--- config.mk ---
export PLATFORM = sky130hd
export DESIGN_NAME = shm_mailbox
export DESIGN_NICKNAME = d
export VERILOG_FILES = /design/src/rtl/shm_mbx_pkg.sv /design/src/rtl/mbx_store.sv /design/src/rtl/mbx_owner.sv /design/src/rtl/mbx_readport.sv /design/src/rtl/shm_mailbox.sv
export SDC_FILE = /design/constraint.sdc
export NUM_CORES = 1
export LEC_CHECK = 0
export BUFFER_PORTS_ARGS = -buffer_cell sky130_fd_sc_hd__clkbuf_2
export CAP_MARGIN = 5
export CORE_ASPECT_RATIO = 0.9
export CORE_MARGIN = 5
export CORE_UTILIZATION = 60
export CTS_CLUSTER_SIZE = 30
export DETAILED_ROUTE_END_ITERATION = 6
export PLACE_DENSITY_LB_ADDON = 0.15
export SYNTH_ARGS = -nofsm -noshare
export SYNTH_HDL_FRONTEND = slang
export SYNTH_SLANG_ARGS = --single-unit
--- constraint.sdc ---
create_clock -name clk -period 6.2 [get_ports clk]
set_input_delay 0.62 -clock clk [delete_from_list [all_inputs] [get_ports clk]]
set_output_delay 0.62 -clock clk [all_outputs]
set_load 0.01 [all_outputs]
--- src/rtl/shm_mbx_pkg.sv ---
package shm_mbx_pkg;
  localparam int unsigned MBX_WORD_W = 32;
  localparam int unsigned MBX_WORDS  = 8;

  // Put the ownership flag into the top bit of the last word
  function automatic logic [MBX_WORD_W-1:0] mbx_view(
    input logic [MBX_WORD_W-1:0] raw,
    input logic                  is_last,
    input logic                  owner
  );
    logic [MBX_WORD_W-1:0] v;
    v = raw;
    if (is_last) v[MBX_WORD_W-1] = owner;
    return v;
  endfunction
endpackage

--- src/rtl/mbx_store.sv ---
module mbx_store #(
  parameter int unsigned W  = 32,
  parameter int unsigned N  = 8,
  parameter int unsigned AW = $clog2(N)
) (
  input  logic          clk,
  input  logic          rst,
  input  logic          a_we,
  input  logic [AW-1:0] a_addr,
  input  logic [W-1:0]  a_wdata,
  input  logic          b_we,
  input  logic [AW-1:0] b_addr,
  input  logic [W-1:0]  b_wdata,
  input  logic [AW-1:0] a_raddr,
  input  logic [AW-1:0] b_raddr,
  output logic [W-1:0]  a_rword,
  output logic [W-1:0]  b_rword
);
  logic [W-1:0] mem [N];

  // Port b (responder) wins a same-word collision
  always_ff @(posedge clk) begin
    for (int i = 0; i < N; i++) begin
      if (rst) mem[i] <= '0;
      else if (b_we && b_addr == AW'(i)) mem[i] <= b_wdata;
      else if (a_we && a_addr == AW'(i)) mem[i] <= a_wdata;
    end
  end

  assign a_rword = mem[a_raddr];
  assign b_rword = mem[b_raddr];
endmodule

--- src/rtl/mbx_owner.sv ---
module mbx_owner #(
  parameter int unsigned AW   = 3,
  parameter int unsigned LAST = 7
) (
  input  logic          clk,
  input  logic          rst,
  input  logic          rq_we,
  input  logic [AW-1:0] rq_addr,
  input  logic          rs_we,
  input  logic [AW-1:0] rs_addr,
  input  logic          rs_flag,
  output logic          rq_accept,
  output logic          owner_q,
  output logic          req_pulse,
  output logic          rsp_pulse,
  output logic          err_q
);
  logic rs_last, rq_last;

  assign rq_accept = rq_we & ~owner_q;
  assign rs_last   = rs_we && rs_addr == AW'(LAST);
  assign rq_last   = rq_accept && rq_addr == AW'(LAST);

  always_ff @(posedge clk) begin
    if (rst) begin
      owner_q   <= 1'b0;
      req_pulse <= 1'b0;
      rsp_pulse <= 1'b0;
      err_q     <= 1'b0;
    end else begin
      req_pulse <= rq_last & ~rs_last;
      rsp_pulse <= rs_last & owner_q & ~rs_flag;
      if (rq_we && owner_q) err_q <= 1'b1;
      if (rs_last)      owner_q <= rs_flag;
      else if (rq_last) owner_q <= 1'b1;
    end
  end


  handoff_owner_chk: assert property (@(posedge clk) disable iff (rst)
    req_pulse |-> owner_q);

  return_owner_chk: assert property (@(posedge clk) disable iff (rst)
    rsp_pulse |-> !owner_q);

  pulse_excl_chk: assert property (@(posedge clk) disable iff (rst)
    !(req_pulse && rsp_pulse));

  sticky_err_chk: assert property (@(posedge clk) disable iff (rst)
    err_q |=> err_q);

  low_word_owner_chk: assert property (@(posedge clk) disable iff (rst)
    (!(rs_we && rs_addr == AW'(LAST)) && !(rq_we && rq_addr == AW'(LAST)))
      |=> $stable(owner_q));
endmodule

--- src/rtl/mbx_readport.sv ---
module mbx_readport #(
  parameter int unsigned W = 32
) (
  input  logic         clk,
  input  logic         rst,
  input  logic         ones,
  input  logic         is_last,
  input  logic         owner,
  input  logic [W-1:0] raw,
  output logic [W-1:0] rdata
);
  import shm_mbx_pkg::*;

  always_ff @(posedge clk) begin
    if (rst)       rdata <= '0;
    else if (ones) rdata <= '1;
    else           rdata <= W'(mbx_view(MBX_WORD_W'(raw), is_last, owner));
  end


  reset_view_chk: assert property (@(posedge clk) disable iff (rst)
    ($past(ones) && !$past(rst)) |-> (rdata == '1));
endmodule

--- src/rtl/shm_mailbox.sv ---
module shm_mailbox
  import shm_mbx_pkg::*;
#(
  parameter int unsigned WORD_W = MBX_WORD_W,
  parameter int unsigned NWORDS = MBX_WORDS,
  localparam int unsigned AW    = $clog2(NWORDS),
  localparam int unsigned LAST  = NWORDS - 1
) (
  input  logic              clk,
  input  logic              rst,
  input  logic              fn_reset,
  input  logic              rq_wr_en,
  input  logic [AW-1:0]     rq_addr,
  input  logic [WORD_W-1:0] rq_wdata,
  output logic [WORD_W-1:0] rq_rdata,
  input  logic              rs_wr_en,
  input  logic [AW-1:0]     rs_addr,
  input  logic [WORD_W-1:0] rs_wdata,
  output logic [WORD_W-1:0] rs_rdata,
  output logic              owner_resp,
  output logic              req_ready,
  output logic              rsp_ready,
  output logic              wr_err
);
  logic              rq_accept;
  logic [WORD_W-1:0] rq_raw, rs_raw;

  mbx_owner #(.AW(AW), .LAST(LAST)) u_owner (
    .clk(clk), .rst(rst),
    .rq_we(rq_wr_en), .rq_addr(rq_addr),
    .rs_we(rs_wr_en), .rs_addr(rs_addr), .rs_flag(rs_wdata[WORD_W-1]),
    .rq_accept(rq_accept), .owner_q(owner_resp),
    .req_pulse(req_ready), .rsp_pulse(rsp_ready), .err_q(wr_err)
  );

  mbx_store #(.W(WORD_W), .N(NWORDS), .AW(AW)) u_store (
    .clk(clk), .rst(rst),
    .a_we(rq_accept), .a_addr(rq_addr), .a_wdata(rq_wdata),
    .b_we(rs_wr_en),  .b_addr(rs_addr), .b_wdata(rs_wdata),
    .a_raddr(rq_addr), .b_raddr(rs_addr),
    .a_rword(rq_raw), .b_rword(rs_raw)
  );

  mbx_readport #(.W(WORD_W)) u_rq_rd (
    .clk(clk), .rst(rst), .ones(fn_reset),
    .is_last(rq_addr == AW'(LAST)), .owner(owner_resp),
    .raw(rq_raw), .rdata(rq_rdata)
  );

  mbx_readport #(.W(WORD_W)) u_rs_rd (
    .clk(clk), .rst(rst), .ones(1'b0),
    .is_last(rs_addr == AW'(LAST)), .owner(owner_resp),
    .raw(rs_raw), .rdata(rs_rdata)
  );


  drop_write_chk: assert property (@(posedge clk) disable iff (rst)
    (rq_wr_en && owner_resp) |=> wr_err);
endmodule

==> run summary <==
Status = finished, final reports clean
DP Wirelength = 27600 um
Number of enable flip-flop cells after synthesis = 255
First-pass GRT wire length = 72200 um
Most used cell, CP = buf_4
Most frequent cells in the layout = edfxtp_1 (255), clkbuf_2 (137), a32o_1 (96), mux4_2 (96), a22o_1 (95)
Total GRT Usage = 29.6%
Slew Limit Fails = 0
Maximum vdd ir drop = 0.271 mV
Row count = 58
Die area = 31700 sq um
Syn Inst Count = 1251
Initial DRT Pass Iterations = 6
Setup Buffers After CTS = 0
Area of the multi-input gates = 7030 sq um
Crit-path max cell delay = 0.84 ns
Initial antenna violation count = 2
Reg area = 9020 sq um
Post-route insts no fill = 1648
Syn Area/Cell = 13.5 sq um
Sequential fraction of the synthesis area = 53.2%
Area delta synth->final = 9.45%
Fin. Hold Viols = 0
H-tree depth = 2
Worst Hold Class = input port to flop
CP Capture Type = flop
Fraction of layout cells with a size suffix above 1 = 31.4%
Final setup fails = 0
Crit-path cells = buf_4 -> buf_4 -> nand4bb_2 -> nand3_2
Setup_tns = 0 ns
Core ar. = 27900 sq um
Largest net degree at the start of global routing = 79
Skew-Pair Late Insertion Delay = 0.51 ns
Vias in the first global route = 12.1k
Final core utilization = 66.5%
Maxcap violations = 0
Avg Vias per Cell = 7.30
Asr flop ratio synth = 0%
I/O Buffers = 142
Crit Path Max Fanout = 44
CTS clk-pin slew, worst paths = 0.06 ns
Relative slew slack = 11.7%
Commonest non-fill, non-tap cell in the layout = edfxtp_1
CTS Buf Count = 35
Worst Tran Pin Value = 1.32 ns
CTS tree = yes
Nature of the critical path startpoint = input port
Routability Congestion = 0.853
Die Wd = 187 um
Crit path required time = 6.11 ns
Synthesized Nets = 1326
DR iter-0 viols = 1663
Leakage power = 6.71 nW
Fillers = 2040
Clock Tree Buf Depth = 3
Initial core utilization = 60.8%
Flops & latches, synth = 323
Routed Antenna Nets = 0
# clock sinks = 323
Post-Route WL = 47600 um
Post-cts sizing count = 0
Final worst-path cycle share = 47.9%
Die H = 169 um
Total power = 0.00517 W
Hold_buf cts = 0
Netlist cell types = 50
Peak Freq = 0.336 GHz
NumNets Final = 1336
Grt ovf = 0
Vias = 12.0k
Ys flop type = edfxtp_1
Synth warn = 0
Period minus WS final = 2.97 ns
Wire per inst = 28.9 um
Cell Area, Synth = 16900 sq um
Final Skew = 0.0102 ns
PwrDens = 279 nW/um^2
DR DRC count = 0
Critical path class = input port to flop
Slowest cell on crit path = nand3_2
Root Buffer Master = clkbuf_16
Worst path arrival time = 2.88 ns
Top Ports = 143
RSZ-0062 raised after global routing = no
Placed cell count = 1584
area by class of cell:
class,count,share of cell area [%]
sequential,323,48.6
clock buffer,55,5.63
timing repair buffer,171,5.06
antenna,1,0.0135
tap,360,2.43
multi-input combinational,729,37.9
inverter,1,0.0202
clock inverter,8,0.337
kinds of logic after synthesis:
group / count (synthesis) / synth area share (%)
compound gates: 302 / 15.1
buf+inv: 199 / 5.91
flops: 323 / 53.2
mux: 192 / 18.9
simple gates: 235 / 6.87
flip-flops by register name, indices dropped and copies added (netlist names):
name               count
u_rq_rd.rdata         32
u_rs_rd.rdata         32
u_owner.rsp_pulse      1
u_store.mem          255
u_owner.err_q          1
u_owner.req_pulse      1
u_owner.owner_q        1
routing by layer:
| metal | routed length, um | track usage, % | vias up |
|---|---|---|---|
| met5 | 10 | 0 | - |
| met4 | 1420 | 10.2 | 2 |
| met3 | 4830 | 5.66 | 118 |
| met2 | 23600 | 49.5 | 802 |
| met1 | 17700 | 39.5 | 6036 |
| li1 | - | - | 5077 |
where the power goes:
| part | internal [W] | switching (W) | leakage [nW] | total (W) |
|---|---|---|---|---|
| combinational | 0.000241 | 0.000379 | 2.89 | 0.000620 |
| clock | 0.00120 | 0.000827 | 0.544 | 0.00202 |
| sequential | 0.00247 | 0.0000555 | 3.28 | 0.00253 |
| total | 0.00391 | 0.00126 | 6.71 | 0.00517 |
critical path, delay by kind of cell:
family | cells | cell delay [ns]
buffers and inverters | 2 | 1.09
and+or+nand+nor | 2 | 1.13
per-stage QoR:
| stage | hold WS [ns] | area [sq um] | setup WS [ns] |
|---|---|---|---|
| 6_report | 0.459 | 18500 | 3.23 |
| 3_3_place_gp | 0.456 | 17400 | 2.81 |
| 4_1_cts | 0.445 | 18500 | 3.30 |
| 5_1_grt | 0.485 | 18500 | 3.12 |
| 2_1_floorplan | 0.502 | 16900 | 0.889 |
| 3_5_place_dp | 0.460 | 17400 | 2.77 |
final timing paths:
kind	to	cells after the start	slack, ns	startpoint
max	u_store.mem[4][4]$_SDFFCE_PN0P_	4	3.23	rs_addr[1]
max reg2reg	u_store.mem[5][28]$_DFFE_PP_	5	3.31	u_owner.owner_q$_SDFFE_PP0P_
min	u_owner.err_q$_SDFFE_PP0P_	3	0.46	rq_wr_en
min reg2reg	u_owner.err_q$_SDFFE_PP0P_	2	0.47	u_owner.err_q$_SDFFE_PP0P_
Yosys cell counts (2+ instances only):
| cell type | number | share of area (%) |
|---|---|---|
| a22o_1 | 95 | 4.9 |
| mux4_2 | 96 | 13 |
| a221o_1 | 2 | 0.12 |
| o2bb2ai_1 | 33 | 1.7 |
| nor3_1 | 31 | 0.92 |
| buf_6 | 14 | 0.93 |
| dfxtp_1 | 68 | 8.0 |
| nand2_1 | 70 | 1.6 |
| a31oi_1 | 2 | 0.074 |
| mux2_2 | 64 | 4.3 |
| nor2_2 | 2 | 0.074 |
| nand2b_1 | 2 | 0.074 |
| o211ai_1 | 2 | 0.089 |
| buf_4 | 14 | 0.62 |
| edfxtp_1 | 255 | 45 |
| nor3_2 | 2 | 0.12 |
| mux2i_1 | 32 | 1.9 |
| o22ai_1 | 31 | 1.1 |
| buf_1 | 42 | 0.93 |
| nand4_1 | 32 | 1.2 |
| nor2_1 | 67 | 1.5 |
| and4_1 | 2 | 0.10 |
| nor2b_1 | 4 | 0.15 |
| nor2_4 | 2 | 0.13 |
| a32o_1 | 96 | 5.7 |
| nand3b_1 | 4 | 0.18 |
| nand4b_1 | 2 | 0.10 |
| clkbuf_1 | 50 | 1.1 |
| a21oi_1 | 35 | 1.0 |
| buf_2 | 78 | 2.3 |
| nand3_1 | 3 | 0.089 |
Power figures use the tool's default switching activity.
